`config.mk`:
```
export PLATFORM = sky130hd
export DESIGN_NAME = audio_dual_fmt_tx
export DESIGN_NICKNAME = d
export VERILOG_FILES = /design/src/rtl/sao_pkg.sv /design/src/rtl/sao_edge_sync.sv /design/src/rtl/sao_frame_pos.sv /design/src/rtl/sao_capture.sv /design/src/rtl/sao_shifter.sv /design/src/rtl/audio_dual_fmt_tx.sv
export SDC_FILE = /design/constraint.sdc
export NUM_CORES = 1
export LEC_CHECK = 0
export BUFFER_PORTS_ARGS = -buffer_cell sky130_fd_sc_hd__buf_2
export CAP_MARGIN = 10
export CORE_MARGIN = 5
export CORE_UTILIZATION = 40
export DETAILED_ROUTE_END_ITERATION = 12
export PLACE_DENSITY = 0.64
export SLEW_MARGIN = 0
export SYNTH_ARGS = -nofsm -noshare
export SYNTH_HDL_FRONTEND = slang
export SYNTH_SLANG_ARGS = --single-unit
```
`constraint.sdc`:
```
create_clock -name clk -period 5.03 [get_ports clk]
set_input_delay 0.7545 -clock clk [delete_from_list [all_inputs] [get_ports clk]]
set_output_delay 0.7545 -clock clk [all_outputs]
set_load 0.03 [all_outputs]
```
`src/rtl/sao_pkg.sv`:
```
package sao_pkg;
  // Index of each channel inside the captured sample vector; the value is
  // also the TDM slot number, so the order here is the on-wire order.
  typedef enum logic [1:0] {
    SLOT_BL = 2'd0,
    SLOT_BR = 2'd1,
    SLOT_AL = 2'd2,
    SLOT_AR = 2'd3
  } tdm_slot_e;

  localparam int unsigned NUM_CH = 4;
endpackage

```
`src/rtl/sao_edge_sync.sv`:
```
module sao_edge_sync #(
  parameter int unsigned STAGES = 2
) (
  input  logic clk,
  input  logic rst,
  input  logic async_in,
  output logic level,
  output logic fell
);
  // STAGES synchronizer flops plus one history flop for edge detection
  logic [STAGES:0] pipe;

  always_ff @(posedge clk) begin
    if (rst) pipe <= '0;
    else     pipe <= {pipe[STAGES-1:0], async_in};
  end

  assign level = pipe[STAGES-1];
  assign fell  = pipe[STAGES] & ~pipe[STAGES-1];
endmodule

```
`src/rtl/sao_frame_pos.sv`:
```
module sao_frame_pos #(
  parameter int unsigned POS_W = 7
) (
  input  logic             clk,
  input  logic             rst,
  input  logic             bit_fall,
  input  logic             word_lvl,
  output logic             frame_hit,
  output logic [POS_W-1:0] pos,
  output logic             step
);
  logic word_seen;  // word clock level at the previous bit-clock fall

  assign frame_hit = bit_fall & word_lvl & ~word_seen;

  always_ff @(posedge clk) begin
    if (rst) begin
      word_seen <= 1'b0;
      pos       <= '0;
      step      <= 1'b0;
    end else begin
      step <= bit_fall;
      if (bit_fall) begin
        word_seen <= word_lvl;
        pos       <= frame_hit ? '0 : pos + 1'b1;
      end
    end
  end

  // a frame start always brings the position back to slot 0, MSB
  p_restart_r9: assert property (@(posedge clk) disable iff (rst)
    frame_hit |=> (pos == '0));

  // without a frame start the position advances by one per bit
  p_advance_r9: assert property (@(posedge clk) disable iff (rst)
    (bit_fall && !frame_hit) |=> (pos == $past(pos) + 1'b1));

  // position only moves on a detected falling edge
  p_pos_still_r8: assert property (@(posedge clk) disable iff (rst)
    !bit_fall |=> $stable(pos));
endmodule

```
`src/rtl/sao_capture.sv`:
```
module sao_capture #(
  parameter int unsigned SAMPLE_W = 24,
  parameter int unsigned NCH      = 4
) (
  input  logic                         clk,
  input  logic                         rst,
  input  logic                         take,
  input  logic [NCH-1:0][SAMPLE_W-1:0] din,
  output logic [NCH-1:0][SAMPLE_W-1:0] held
);
  logic [SAMPLE_W-1:0] regs [NCH];

  for (genvar c = 0; c < NCH; c++) begin : g_ch
    always_ff @(posedge clk) begin
      if (rst)       regs[c] <= '0;
      else if (take) regs[c] <= din[c];
    end
    assign held[c] = regs[c];
  end

  // captured words are frozen between frame starts
  p_frozen_r7: assert property (@(posedge clk) disable iff (rst)
    !take |=> $stable(held));
endmodule

```
`src/rtl/sao_shifter.sv`:
```
module sao_shifter
  import sao_pkg::*;
#(
  parameter int unsigned SAMPLE_W = 24,
  parameter int unsigned SLOT_W   = 32
) (
  input  logic                            clk,
  input  logic                            rst,
  input  logic                            step,
  input  logic                            tdm_en,
  input  logic [$clog2(SLOT_W)+1:0]       pos,
  input  logic [NUM_CH-1:0][SAMPLE_W-1:0] words,
  output logic                            sd_a,
  output logic                            sd_b
);
  localparam int unsigned BIT_W = $clog2(SLOT_W);
  localparam int unsigned IDX_W = $clog2(SAMPLE_W);

  logic [BIT_W-1:0]    bit_idx;
  logic [BIT_W-1:0]    rev;
  logic [IDX_W-1:0]    pick;
  logic                in_word;
  logic                half;
  logic [1:0]          slot;
  logic [SAMPLE_W-1:0] a_word, b_word, t_word;
  logic                nxt_a, nxt_b;

  always_comb begin
    bit_idx = pos[BIT_W-1:0];
    in_word = (32'(bit_idx) < SAMPLE_W);
    rev     = BIT_W'(SAMPLE_W - 1) - bit_idx;
    pick    = rev[IDX_W-1:0];
    half    = pos[BIT_W];
    slot    = pos[BIT_W+1:BIT_W];
    a_word  = half ? words[SLOT_AR] : words[SLOT_AL];
    b_word  = half ? words[SLOT_BR] : words[SLOT_BL];
    t_word  = words[slot];
    nxt_a   = ~tdm_en & in_word & a_word[pick];
    nxt_b   = in_word & (tdm_en ? t_word[pick] : b_word[pick]);
  end

  always_ff @(posedge clk) begin
    if (rst) begin
      sd_a <= 1'b0;
      sd_b <= 1'b0;
    end else if (step) begin
      sd_a <= nxt_a;
      sd_b <= nxt_b;
    end
  end

  // pair A line parked low in TDM mode
  p_tdm_a_low_r6: assert property (@(posedge clk) disable iff (rst)
    (step && tdm_en) |=> !sd_a);

  // padding positions after the LSB are zero
  p_pad_zero_r4: assert property (@(posedge clk) disable iff (rst)
    (step && (32'(pos[BIT_W-1:0]) >= SAMPLE_W)) |=> (!sd_a && !sd_b));

  // lines move only on a bit-clock fall update
  p_hold_r8: assert property (@(posedge clk) disable iff (rst)
    !step |=> ($stable(sd_a) && $stable(sd_b)));
endmodule

```
`src/rtl/audio_dual_fmt_tx.sv`:
```
module audio_dual_fmt_tx
  import sao_pkg::*;
#(
  parameter int unsigned SAMPLE_W    = 24,
  parameter int unsigned SLOT_W      = 32,
  parameter int unsigned SYNC_STAGES = 2
) (
  input  logic                clk,
  input  logic                rst,
  input  logic                bit_clk,
  input  logic                word_clk,
  input  logic                tdm_en,
  input  logic [SAMPLE_W-1:0] pa_left,
  input  logic [SAMPLE_W-1:0] pa_right,
  input  logic [SAMPLE_W-1:0] pb_left,
  input  logic [SAMPLE_W-1:0] pb_right,
  output logic                sd_a,
  output logic                sd_b
);
  localparam int unsigned BIT_W = $clog2(SLOT_W);
  localparam int unsigned POS_W = BIT_W + 2;

  logic                            bclk_lvl, bclk_fall;
  logic                            wclk_lvl, wclk_fall_unused;
  logic                            frame_hit, step;
  logic [POS_W-1:0]                pos;
  logic [NUM_CH-1:0][SAMPLE_W-1:0] raw, held;

  assign raw[SLOT_BL] = pb_left;
  assign raw[SLOT_BR] = pb_right;
  assign raw[SLOT_AL] = pa_left;
  assign raw[SLOT_AR] = pa_right;

  sao_edge_sync #(.STAGES(SYNC_STAGES)) u_bclk_sync (
    .clk(clk), .rst(rst), .async_in(bit_clk),
    .level(bclk_lvl), .fell(bclk_fall)
  );

  sao_edge_sync #(.STAGES(SYNC_STAGES)) u_wclk_sync (
    .clk(clk), .rst(rst), .async_in(word_clk),
    .level(wclk_lvl), .fell(wclk_fall_unused)
  );

  sao_frame_pos #(.POS_W(POS_W)) u_pos (
    .clk(clk), .rst(rst), .bit_fall(bclk_fall), .word_lvl(wclk_lvl),
    .frame_hit(frame_hit), .pos(pos), .step(step)
  );

  sao_capture #(.SAMPLE_W(SAMPLE_W), .NCH(NUM_CH)) u_cap (
    .clk(clk), .rst(rst), .take(frame_hit), .din(raw), .held(held)
  );

  sao_shifter #(.SAMPLE_W(SAMPLE_W), .SLOT_W(SLOT_W)) u_shift (
    .clk(clk), .rst(rst), .step(step), .tdm_en(tdm_en),
    .pos(pos), .words(held), .sd_a(sd_a), .sd_b(sd_b)
  );

  // both lines low during reset recovery until a bit is shifted
  p_reset_quiet_r1: assert property (@(posedge clk)
    $past(rst) |-> (!sd_a && !sd_b));

  // capture happens only on a frame start, which needs a bit-clock fall
  p_take_on_fall_r7: assert property (@(posedge clk) disable iff (rst)
    frame_hit |-> (bclk_fall && wclk_lvl));

  // bclk_lvl and wclk_fall_unused are left to the synchronizer outputs
  logic unused_ok;
  assign unused_ok = bclk_lvl ^ wclk_fall_unused;
endmodule

```
==> implementation parameters <==
Parameter                              Value

Outcome
  Status ... completed

STA
  Final count of hold timing violations ... 0
  Unrepaired setup endpoints after global routing ... no
  Share of the cycle needed by the critical path after routing ... 0.5723
  Setup TNS Final ... 0 ps
  Worst Clk Skew ... 8.964 ps
  Max frequency ... 0.3474 GHz
  Slew headroom ... 0.2914
  Count of pins over their slew limit ... 0
  Final Setup Violations ... 0
  Worst-Margin Slew ... 1061 ps
  Final min period ... 2879 ps

Worst setup path
  Crit path kind ... flop to flop
  Largest fanout on the critical path ... 28
  Required time of the worst setup path ... 5250 ps
  Critical-path cell list ... buf_4, mux4_1, a2111oi_0, a311oi_1, a31oi_1, o22ai_1
  Origin of the critical flop-to-flop path ... u_pos.pos[5]$_SDFFE_PP0P_
  Logic depth of the worst register-to-register path ... 6
  Slowest Stage Delay on Critical Path ... 900 ps
  Kind of end point of the critical path ... flop
  Nature of the critical path startpoint ... flop
  Slowest cell on the critical path ... dfxtp_2
  Reg-to-Reg End ... u_shift.sd_b$_SDFFE_PP0P_
  Setup slack of the most critical reg-to-reg path ... 2150 ps
  Endpoint arrival time on the critical path ... 3100 ps

Clocking
  Maximum root-to-sink buffer count ... 2
  Number of clock buffers inserted by TritonCTS ... 9
  Later-pin clock latency in the skew report ... 350 ps
  CTS resizes ... 0
  Clock tree from TritonCTS ... done
  Post-CTS setup-driven buffer insertion count ... 0
  H-tree depth ... 3
  Root buffer selected by CTS ... clkbuf_16
  Hold buffer count at cts ... 0
  TritonCTS sink count ... 112
  Reg clk slew, reported paths ... 70 ps

Logic synthesis
  Number of warnings issued by yosys ... 0
  Post-synth ARST share ... 0
  Mean area per synthesized cell ... 14.42 um^2
  Main synth FF type ... edfxtp_1
  Netlist area before placement ... 5465 um^2
  Post-Synthesis Net Count ... 482
  Synth Register Bits ... 112
  Library cells used by synthesis ... 46
  Number of enable-type register cells in the synthesized netlist ... 96
  Register area share after synthesis ... 0.5861
  Cell count after synthesis ... 379

Placement
  HPWL after detailed placement ... 8102 um
  GP Congestion ... 0.8673
  IO buf count ... 102

Global route
  Global-route usage over all layers ... 0.1443
  Pin count of the biggest net entering global routing ... 100
  Via count of the first global-routing pass ... 3532
  Antenna violations before repair ... 0
  Wire length of the first global-routing pass ... 18200 um
  Aggregate global routing overflow ... 0

Power
  Fraction of power consumed by sequential logic ... 0.564
  Proportion of total power due to net switching ... 0.2051
  Net Sw Power ... 0.3816 mW
  Combinational power share ... 0.055
  Ratio of total power to cell area ... 291.8 nW/um^2
  Clock share of power ... 0.380
  Static leakage ... 2.701 nW
  Maximum resistive drop on vdd ... 0.0002069 V
  Internal power contribution ... 1.479 mW

Finish
  Storage element area ... 3204 um^2
  Net count, final ... 564
  Ant diodes ... 0
  Most common library cell in the layout ignoring fill and taps ... buf_2
  Proportion of layout cells with a drive suffix above 1 ... 0.3283
  Fillers ... 1158
  Area of combinational cells with multiple inputs ... 2092 um^2
  Post-Route Utilization ... 0.4795
  Area delta synth->final ... 16.64%
  Commonest non-fill, non-tap cells in the layout ... buf_2 (102), and3_1 (97), edfxtp_1 (96)

Worst hold path
  Cell count of the worst hold path ... 1
  Worst hold path class ... flop to flop
  Origin of the worst min-delay path ... u_bclk_sync.pipe[0]$_SDFF_PP0_
  Endpoint of the worst hold path ... u_bclk_sync.pipe[1]$_SDFF_PP0_

Floorplanning
  IO Pins ... 103
  CORE AREA ... 13300 um^2
  Starting density of the core ... 0.4111
  Row cnt ... 42
  Die area ... 16100 um^2
  Overall die height ... 126.9 um
  Die extent in x ... 126.9 um

Routing
  Post-detailed-routing wire length ... 11120 um
  Detail Route Antenna Nets ... 0
  DRC violations left ... 0
  Router iterations before antenna repair ... 4
  Final routed wire length divided by cell count ... 17.31 um
  Vias after detailed routing ... 3360
  Number of design-rule violations left by the first detailed-router iteration ... 193
  DR vias/cell ... 5.234

Run
  # Max-Cap Violations ... 0
Yosys cell counts, drive strengths merged (3+ instances only):
cell type  instances  area, um^2
and3              97       606.8
edfxtp            96        2883
mux4              34       807.0
clkbuf            25       93.84
dfxtp             16       320.3
nor2              15       56.30
nor2b             13       81.33
buf               11       83.82
nand2              9       33.78
mux2i              8       80.08
a21oi              5       25.02
inv                4       15.01
nand3              4       20.02
a211oi             3       22.52
o22ai              3       18.77
xor2               3       26.28
logic make-up (layout without fill, tap and decap cells):
group	count (synthesis)	after routing	share of synthesized area
buffers and inverters	40	127	0.03525
multiplexers	44	44	0.1664
AND/OR/NAND/NOR	149	149	0.1605
adder cells (fa/ha/maj)	2	2	0.004578
XOR/XNOR	5	5	0.008014
AO/OA/AOI/OAI	27	27	0.03915
flip-flops	112	112	0.5861
registers in the layout (all words and copies together) (netlist names):
signal	flops
u_bclk_sync.pipe	3
u_cap.regs	96
u_pos.pos	7
u_pos.step	1
u_pos.word_seen	1
u_shift.sd_a	1
u_shift.sd_b	1
u_wclk_sync.pipe	2
critical path: cells and delay by family (launching register included):
| family | cells | cell delay [ps] |
|---|---|---|
| AO/OA/AOI/OAI | 4 | 910 |
| multiplexers | 1 | 580 |
| flip-flops | 1 | 900 |
| buffers and inverters | 1 | 330 |
worst max path at each step:
stage | startpoint | to
after global routing | u_pos.pos[5]$_SDFFE_PP0P_ | u_shift.sd_b$_SDFFE_PP0P_
after detailed placement | u_pos.pos[5]$_SDFFE_PP0P_ | u_shift.sd_b$_SDFFE_PP0P_
after CTS | u_pos.pos[5]$_SDFFE_PP0P_ | u_shift.sd_b$_SDFFE_PP0P_
after global placement | u_pos.pos[5]$_SDFFE_PP0P_ | u_shift.sd_a$_SDFFE_PP0P_
final | u_pos.pos[5]$_SDFFE_PP0P_ | u_shift.sd_b$_SDFFE_PP0P_
after floorplan | u_wclk_sync.pipe[1]$_SDFF_PP0_ | u_cap.regs[0][0]$_SDFFCE_PN0P_
metal layers:
metal / track usage / part of all wire / vias to the layer above
met3: 0.02984 / 0.038 / 15
met1: 0.1951 / 0.44 / 1595
li1: - / - / 1663
met5: 0 / 0 / -
met4: 0.05174 / 0.021 / 0
met2: 0.2319 / 0.50 / 87
cell type report:
cell class,count,share of cell area
multi-input cells,227,0.3282
well taps,176,0.03454
flip-flops and latches,112,0.5026
inverters,4,0.002355
clock inverters,6,0.01040
repair buffers,107,0.08597
clock buffers,10,0.03592
power by group through the flow:
| stage | registers (mW) | logic (mW) | clock network (mW) |
|---|---|---|---|
| 2_1_floorplan | 1.07 | 0.0549 | 0 |
| 3_3_place_gp | 1.07 | 0.101 | 0 |
| 3_5_place_dp | 1.07 | 0.104 | 0 |
| 4_1_cts | 1.05 | 0.105 | 0.720 |
| 5_1_grt | 1.05 | 0.115 | 0.765 |
| 6_report | 1.05 | 0.103 | 0.708 |
per-stage QoR:
stage	instance area [um^2]	setup slack (ps)	hold WS (ps)	cells	power [mW]
global placement	6080	2139	434.8	626	1.171
detailed placement	6080	2106	438.3	626	1.176
CTS	6375	2097	458.6	642	1.875
finish	6375	2151	455.8	642	1.860
floorplan	5465	1584	413.8	379	1.120
global route	6375	1820	481.0	642	1.934
Power figures use the tool's default switching activity.
